$ cat config.mk
export PLATFORM = sky130hd
export DESIGN_NAME = lsm_seq
export DESIGN_NICKNAME = d
export VERILOG_FILES = /design/src/rtl/lsm_pkg.sv /design/src/rtl/lsm_regfile.sv /design/src/rtl/lsm_shadow.sv /design/src/rtl/lsm_ctrl.sv /design/src/rtl/lsm_seq.sv
export SDC_FILE = /design/constraint.sdc
export NUM_CORES = 2
export LEC_CHECK = 0
export ABC_CLOCK_PERIOD_IN_PS = 6350
export CAP_MARGIN = 20
export CORE_ASPECT_RATIO = 1.4
export CORE_MARGIN = 2
export CORE_UTILIZATION = 55
export DETAILED_ROUTE_END_ITERATION = 10
export PLACE_DENSITY = 0.75
export SETUP_SLACK_MARGIN = 0.02
export SLEW_MARGIN = 40
export SYNTH_ARGS = -nofsm -noshare
export SYNTH_HDL_FRONTEND = slang
export SYNTH_SLANG_ARGS = --single-unit
$ cat constraint.sdc
create_clock -name clk -period 6.35 [get_ports clk]
set_input_delay 1.27 -clock clk [delete_from_list [all_inputs] [get_ports clk]]
set_output_delay 1.27 -clock clk [all_outputs]
set_load 0.01 [all_outputs]
$ cat src/rtl/lsm_pkg.sv
package lsm_pkg;
  typedef enum logic [1:0] {
    ST_IDLE   = 2'd0,
    ST_XFER   = 2'd1,
    ST_COMMIT = 2'd2
  } seq_state_t;
endpackage

$ cat src/rtl/lsm_regfile.sv
module lsm_regfile #(
  parameter int NREG = 8,
  parameter int DW   = 32,
  localparam int IW  = $clog2(NREG)
) (
  input  logic                      clk,
  input  logic                      rst,
  input  logic                      ext_we,
  input  logic [IW-1:0]             ext_idx,
  input  logic [DW-1:0]             ext_data,
  input  logic                      cmt_en,
  input  logic [NREG-1:0]           cmt_mask,
  input  logic [NREG-1:0][DW-1:0]   cmt_data,
  input  logic                      wb_en,
  input  logic [IW-1:0]             wb_idx,
  input  logic [DW-1:0]             wb_data,
  input  logic [IW-1:0]             st_idx,
  output logic [DW-1:0]             st_data,
  input  logic [IW-1:0]             base_idx,
  output logic [DW-1:0]             base_data,
  input  logic [IW-1:0]             dbg_idx,
  output logic [DW-1:0]             dbg_data
);
  logic [DW-1:0] regs_w [NREG];

  for (genvar g = 0; g < NREG; g++) begin : g_reg
    logic [DW-1:0] q;
    // committed load data outranks base writeback, which outranks host writes
    always_ff @(posedge clk) begin
      if (rst)                                   q <= '0;
      else if (cmt_en && cmt_mask[g])            q <= cmt_data[g];
      else if (wb_en && wb_idx == IW'(g))        q <= wb_data;
      else if (ext_we && ext_idx == IW'(g))      q <= ext_data;
    end
    assign regs_w[g] = q;
  end

  assign st_data   = regs_w[st_idx];
  assign base_data = regs_w[base_idx];
  assign dbg_data  = regs_w[dbg_idx];
endmodule

$ cat src/rtl/lsm_shadow.sv
module lsm_shadow #(
  parameter int NREG = 8,
  parameter int DW   = 32,
  localparam int IW  = $clog2(NREG)
) (
  input  logic                      clk,
  input  logic                      cap_en,
  input  logic [IW-1:0]             cap_idx,
  input  logic [DW-1:0]             cap_data,
  output logic [NREG-1:0][DW-1:0]   held
);
  for (genvar g = 0; g < NREG; g++) begin : g_ent
    logic [DW-1:0] q;
    always_ff @(posedge clk) begin
      if (cap_en && cap_idx == IW'(g)) q <= cap_data;
    end
    assign held[g] = q;
  end
endmodule

$ cat src/rtl/lsm_ctrl.sv
module lsm_ctrl
  import lsm_pkg::*;
#(
  parameter int NREG = 8,
  parameter int DW   = 32,
  parameter int PCW  = 32,
  localparam int IW  = $clog2(NREG),
  localparam int CW  = $clog2(NREG + 1)
) (
  input  logic              clk,
  input  logic              rst,
  input  logic              start,
  input  logic [NREG-1:0]   reg_list,
  input  logic [IW-1:0]     base_idx,
  input  logic              desc,
  input  logic              is_load,
  input  logic              wback,
  input  logic [PCW-1:0]    instr_pc,
  input  logic              irq_pend,
  input  logic              mem_ack,
  input  logic [DW-1:0]     base_val,
  input  logic [DW-1:0]     st_data,
  output logic [IW-1:0]     st_idx,
  output logic              mem_req,
  output logic              mem_we,
  output logic [DW-1:0]     mem_addr,
  output logic [DW-1:0]     mem_wdata,
  output logic              busy,
  output logic              done,
  output logic              aborted,
  output logic [PCW-1:0]    restart_pc,
  output logic              cap_en,
  output logic [IW-1:0]     cap_idx,
  output logic              cmt_en,
  output logic [NREG-1:0]   cmt_mask,
  output logic              wb_en,
  output logic [IW-1:0]     wb_idx,
  output logic [DW-1:0]     wb_data
);
  function automatic logic [IW-1:0] lowest(input logic [NREG-1:0] v);
    logic [IW-1:0] r;
    r = '0;
    for (int i = NREG - 1; i >= 0; i--) if (v[i]) r = IW'(i);
    return r;
  endfunction

  function automatic logic [CW-1:0] popcnt(input logic [NREG-1:0] v);
    logic [CW-1:0] c;
    c = '0;
    for (int i = 0; i < NREG; i++) c = c + CW'(v[i]);
    return c;
  endfunction

  seq_state_t         state;
  logic [NREG-1:0]    remain, lst;
  logic               ld, wbf;
  logic [IW-1:0]      bidx, cur;
  logic [PCW-1:0]     pc_q;
  logic [DW-1:0]      fin_q;

  logic [NREG-1:0]    list_src, nxt_rem;
  logic [IW-1:0]      nxt_idx;
  logic [DW-1:0]      span;

  always_comb begin
    list_src = (state == ST_IDLE) ? reg_list : remain;
    nxt_idx  = lowest(list_src);
    nxt_rem  = list_src & ~(NREG'(1) << nxt_idx);
    span     = DW'(popcnt(reg_list)) << 2;
  end

  always_ff @(posedge clk) begin
    if (rst) begin
      state <= ST_IDLE;  remain <= '0; lst <= '0; ld <= 1'b0; wbf <= 1'b0;
      bidx <= '0; cur <= '0; pc_q <= '0; fin_q <= '0;
      mem_req <= 1'b0; mem_we <= 1'b0; mem_addr <= '0; mem_wdata <= '0;
      done <= 1'b0; aborted <= 1'b0; restart_pc <= '0;
    end else begin
      done    <= 1'b0;
      aborted <= 1'b0;
      case (state)
        ST_IDLE: if (start) begin
          lst   <= reg_list;
          ld    <= is_load;
          wbf   <= wback;
          bidx  <= base_idx;
          pc_q  <= instr_pc;
          fin_q <= desc ? base_val - span : base_val + span;
          if (reg_list == '0) begin
            state <= ST_COMMIT;
          end else if (irq_pend) begin
            aborted    <= 1'b1;
            restart_pc <= instr_pc;
          end else begin
            state     <= ST_XFER;
            mem_req   <= 1'b1;
            mem_we    <= ~is_load;
            mem_addr  <= desc ? base_val - span : base_val;
            mem_wdata <= st_data;
            cur       <= nxt_idx;
            remain    <= nxt_rem;
          end
        end
        ST_XFER: if (mem_ack) begin
          if (remain == '0) begin
            mem_req <= 1'b0;
            state   <= ST_COMMIT;
          end else if (irq_pend) begin
            mem_req    <= 1'b0;
            state      <= ST_IDLE;
            aborted    <= 1'b1;
            restart_pc <= pc_q;
          end else begin
            mem_addr  <= mem_addr + DW'(4);
            mem_wdata <= st_data;
            cur       <= nxt_idx;
            remain    <= nxt_rem;
          end
        end
        ST_COMMIT: begin
          state <= ST_IDLE;
          done  <= 1'b1;
        end
        default: state <= ST_IDLE;
      endcase
    end
  end

  assign busy     = (state != ST_IDLE);
  assign st_idx   = nxt_idx;
  assign cap_en   = (state == ST_XFER) && mem_ack && ld;
  assign cap_idx  = cur;
  assign cmt_en   = (state == ST_COMMIT) && ld;
  assign cmt_mask = lst;
  assign wb_en    = (state == ST_COMMIT) && wbf;
  assign wb_idx   = bidx;
  assign wb_data  = fin_q;
endmodule

$ cat src/rtl/lsm_seq.sv
module lsm_seq #(
  parameter int NREG = 8,
  parameter int DW   = 32,
  parameter int PCW  = 32,
  localparam int IW  = $clog2(NREG)
) (
  input  logic              clk,
  input  logic              rst,
  input  logic              start,
  input  logic [NREG-1:0]   reg_list,
  input  logic [IW-1:0]     base_idx,
  input  logic              desc,
  input  logic              is_load,
  input  logic              wback,
  input  logic [PCW-1:0]    instr_pc,
  input  logic              irq_pend,
  output logic              mem_req,
  output logic              mem_we,
  output logic [DW-1:0]     mem_addr,
  output logic [DW-1:0]     mem_wdata,
  input  logic              mem_ack,
  input  logic [DW-1:0]     mem_rdata,
  output logic              busy,
  output logic              done,
  output logic              aborted,
  output logic [PCW-1:0]    restart_pc,
  input  logic              rf_we,
  input  logic [IW-1:0]     rf_waddr,
  input  logic [DW-1:0]     rf_wdata,
  input  logic [IW-1:0]     rf_raddr,
  output logic [DW-1:0]     rf_rdata
);
  logic [DW-1:0]            base_val, st_data, wb_data;
  logic [IW-1:0]            st_idx, cap_idx, wb_idx;
  logic                     cap_en, cmt_en, wb_en;
  logic [NREG-1:0]          cmt_mask;
  logic [NREG-1:0][DW-1:0]  held;

  lsm_ctrl #(.NREG(NREG), .DW(DW), .PCW(PCW)) u_ctrl (
    .clk(clk), .rst(rst), .start(start), .reg_list(reg_list), .base_idx(base_idx),
    .desc(desc), .is_load(is_load), .wback(wback), .instr_pc(instr_pc),
    .irq_pend(irq_pend), .mem_ack(mem_ack), .base_val(base_val), .st_data(st_data),
    .st_idx(st_idx), .mem_req(mem_req), .mem_we(mem_we), .mem_addr(mem_addr),
    .mem_wdata(mem_wdata), .busy(busy), .done(done), .aborted(aborted),
    .restart_pc(restart_pc), .cap_en(cap_en), .cap_idx(cap_idx), .cmt_en(cmt_en),
    .cmt_mask(cmt_mask), .wb_en(wb_en), .wb_idx(wb_idx), .wb_data(wb_data)
  );

  lsm_shadow #(.NREG(NREG), .DW(DW)) u_shadow (
    .clk(clk), .cap_en(cap_en), .cap_idx(cap_idx), .cap_data(mem_rdata), .held(held)
  );

  lsm_regfile #(.NREG(NREG), .DW(DW)) u_rf (
    .clk(clk), .rst(rst),
    .ext_we(rf_we && !busy), .ext_idx(rf_waddr), .ext_data(rf_wdata),
    .cmt_en(cmt_en), .cmt_mask(cmt_mask), .cmt_data(held),
    .wb_en(wb_en), .wb_idx(wb_idx), .wb_data(wb_data),
    .st_idx(st_idx), .st_data(st_data),
    .base_idx(base_idx), .base_data(base_val),
    .dbg_idx(rf_raddr), .dbg_data(rf_rdata)
  );
endmodule

==> reports/results.tsv <==
metric	value	unit
status	finished, final reports clean	
p_sw_frac	0.271	
endpoint_kind	flip-flop	
tightest_slew	926	ps
cp-startpoint	reg_list[1]	
grt_pass1_vias	30700	
critPathKind	input pin to flip-flop	
synth_top_family_by_area	multiplexers	
numCtsBuffers	70	
fp.dieH	311	um
drc	0	
seqCellArea	16600	um^2
power.internal	8.04	mW
slew_violations	0	
path_clk_slew	60	ps
finalSetupViolations	0	
hold_path_class	flip-flop to flip-flop	
setup-tns-final	0	ps
synthMuxAreaShare	0.195	
cts.sinks	702	
floorplan.die_area	69400	um^2
synth_xor_area_frac	0.0128	
layout.nets	4036	
grt_pass1_wl	196000	um
yosys.area.top_type_share	0.241	
synthTopCellsByArea	dfxtp_1, edfxtp_1, mux2i_1	
fin_crit_sh	0.928	
num_io_pins	255	
port_buffers	254	
grt_antenna_before_repair	3	
use_met2	0.586	
multi_input_area	19100	um^2
power_frac_comb	0.147	
synth_fa_ha_area_frac	0.00764	
critical_path_required	6890	ps
synth.most_common_cell	nor2_1	
synth_flop_cell	dfxtp_1	
synth_compound_area_frac	0.159	
synth_top_cell_by_area	dfxtp_1	
cts_max_level	3	
wl_per_cell	27.9	um
grt_max_degree	126	
first_iter_violations	4667	
top_usage_layer	met2	
drive_above_1_share	0.131	
fp.dieW	223	um
pwr-share-seq	0.454	
ys_ff_latch	702	
max-slew-margin-rel	0.380	
vdd_drop_max	0.168	mV
initial_core_util	0.555	
cts_resized	0	
async_flop_share	0	
clockPowerShare	0.400	
synth_commonest_cells	nor2_1, dfxtp_1, a21oi_1	
min_from	u_ctrl.pc_q[11]	
routed_via_density	6.79	
power_density	255	nW/um^2
cts_hold_buf	0	
crit-reg2reg-launch	u_ctrl.state[0]	
worst_slack	459	ps
worstPathArrival	6430	ps
rows	112	
yosys_warnings	0	
fmax	170	MHz
yosysUniqueCellTypes	79	
cts_buffer_depth	3	
drt_first_pass_iters	8	
cp-start-kind	input pin	
met3_usage	0.0890	
drt-total-wl	134000	um
gr-usage-all-layers	0.378	
ant_nets	0	
n_fill_cell	5155	
post_cts_buffers	0	
p_leak	15.9	nW
hold_viol	0	
overflow	0	
crit_path_max_fanout	2	
netlist_area	37000	um^2
synth_cells	3812	
rsz0062_at_grt	false	
vias	32600	
root_buffer	clkbuf_16	
drv_cap	0	
syn_nets	3953	
ys_seq_area_frac	0.449	
syn_area_per_cell	9.71	um^2
gp_congestion	0.961	
cts_tree	built	
grt.met1_usage	0.471	
coreArea	66700	um^2
power.switching	2.99	mW
clock_latency	640	ps
dpl_worst_slack	-102	ps
place_hpwl	83100	um
synth_simple_gate_area_share	0.132	
skew	22.2	ps
syn2layout_area_growth	16.8	%
synth_edf_count	256	
fin_crit	5890	ps
[flip-flops by register name, indices dropped and copies added (netlist names)]
register	flops
u_ctrl.done	1
u_ctrl.restart_pc	32
u_ctrl.state	2
u_ctrl.mem_req	1
u_ctrl.remain	8
u_shadow.g_ent.q	256
u_ctrl.cap_idx	3
u_ctrl.ld	1
u_ctrl.wb_idx	3
u_ctrl.mem_addr	32
u_ctrl.wb_data	32
u_ctrl.wbf	1
u_ctrl.cmt_mask	8
u_ctrl.aborted	1
u_ctrl.pc_q	32
u_rf.g.q	256
u_ctrl.mem_wdata	32
u_ctrl.mem_we	1
[final cells by class]
cell class,count,share of cell area
Timing Repair Buffer,382,0.0916
Tap cell,855,0.0247
Sequential cell,702,0.384
Clock inverter,29,0.00738
Inverter,36,0.00312
Antenna cell,3,0.000174
Clock buffer,97,0.0481
Multi-Input combinational cell,2703,0.441
[critical path, stage by stage]
cell and delay (ps):
clkdlybuf4s50_1 480, inv_1 60, ha_1 260, inv_1 40, fa_1 530, fa_1 430
inv_1 80, fa_1 190, inv_1 70, fa_1 560, inv_1 60, ha_1 290
o21bai_1 100, a221oi_1 310, buf_4 210, nand4_2 150, nor4_4 320, nand3_4 110
or3b_4 390, buf_4 140, xnor2_1 110, a211oi_1 240
[per-layer routing]
layer	up-vias	routed length (um)	part of all wire
met3	637	16800	0.13
met2	2387	59800	0.45
met5	-	13	0.000097
li1	14100	-	-
met1	15500	47600	0.36
met4	2	9790	0.073
[worst paths after layout]
check / endpoint / cells past startpoint / slack [ps]
worst max-delay path: u_ctrl.mem_addr[29] / 22 / 460
worst min-delay path: u_ctrl.pc_q[11] / 2 / 450
worst max register to register: u_rf.g_reg[4].q[19] / 9 / 2580
worst min register to register: u_ctrl.pc_q[11] / 2 / 450
[per-stage QoR]
step / cells / hold WS [ps] / instance area (um^2) / utilization / power, mW
floorplan: 3812 / 437 / 37000 / - / 5.97
global placement: 4654 / 439 / 40300 / 0.604 / 6.61
detailed placement: 4674 / 447 / 40700 / 0.611 / 6.66
CTS: 4800 / 456 / 43100 / 0.647 / 11.0
global route: 4806 / 469 / 43200 / 0.648 / 11.3
finish: 4807 / 454 / 43300 / 0.648 / 11.0
[layout by cell type (no fill, tap or decap), drive strengths merged, types with 10 or more instances in the layout]
cell           Yosys  routed
inv               36      37
or3               11      11
nor3b             10      10
mux2i            344     344
a311oi            43      43
mux2              84      84
nand2b            18      18
o22a              24      24
o22ai             25      25
xor2              18      18
nor2             649     649
edfxtp           256     256
clkbuf           298      98
ha                13      13
a31oi             36      36
nand3             43      43
dfxtp            446     446
clkinv             0      20
buf               73     135
nor4              16      16
nand4             16      16
xnor2             36      36
nor3              16      16
clkdlybuf4s50      0     246
a21oi            359     359
o21ai             73      73
nand2            332     332
mux4             120     120
a211oi           303     303
[logic make-up (layout without fill, tap and decap cells)]
logic type      after synthesis  count (layout)
simple gates               1161            1161
other cells                   0               3
xor+xnor                     54              54
mux                         548             548
compound gates              921             921
fa+ha+maj                    19              19
flops                       702             702
buf+inv                     407             544
[power groups by stage]
| stage | clock network [mW] | registers (mW) | logic, mW |
|---|---|---|---|
| 2_1_floorplan | 0 | 4.99 | 0.975 |
| 3_5_place_dp | 0 | 5.09 | 1.57 |
| 5_1_grt | 4.57 | 5.01 | 1.72 |
| 4_1_cts | 4.41 | 4.99 | 1.58 |
| 6_report | 4.41 | 5.00 | 1.62 |
| 3_3_place_gp | 0 | 5.08 | 1.53 |
No activity file was read; power rests on OpenSTA's default activity.
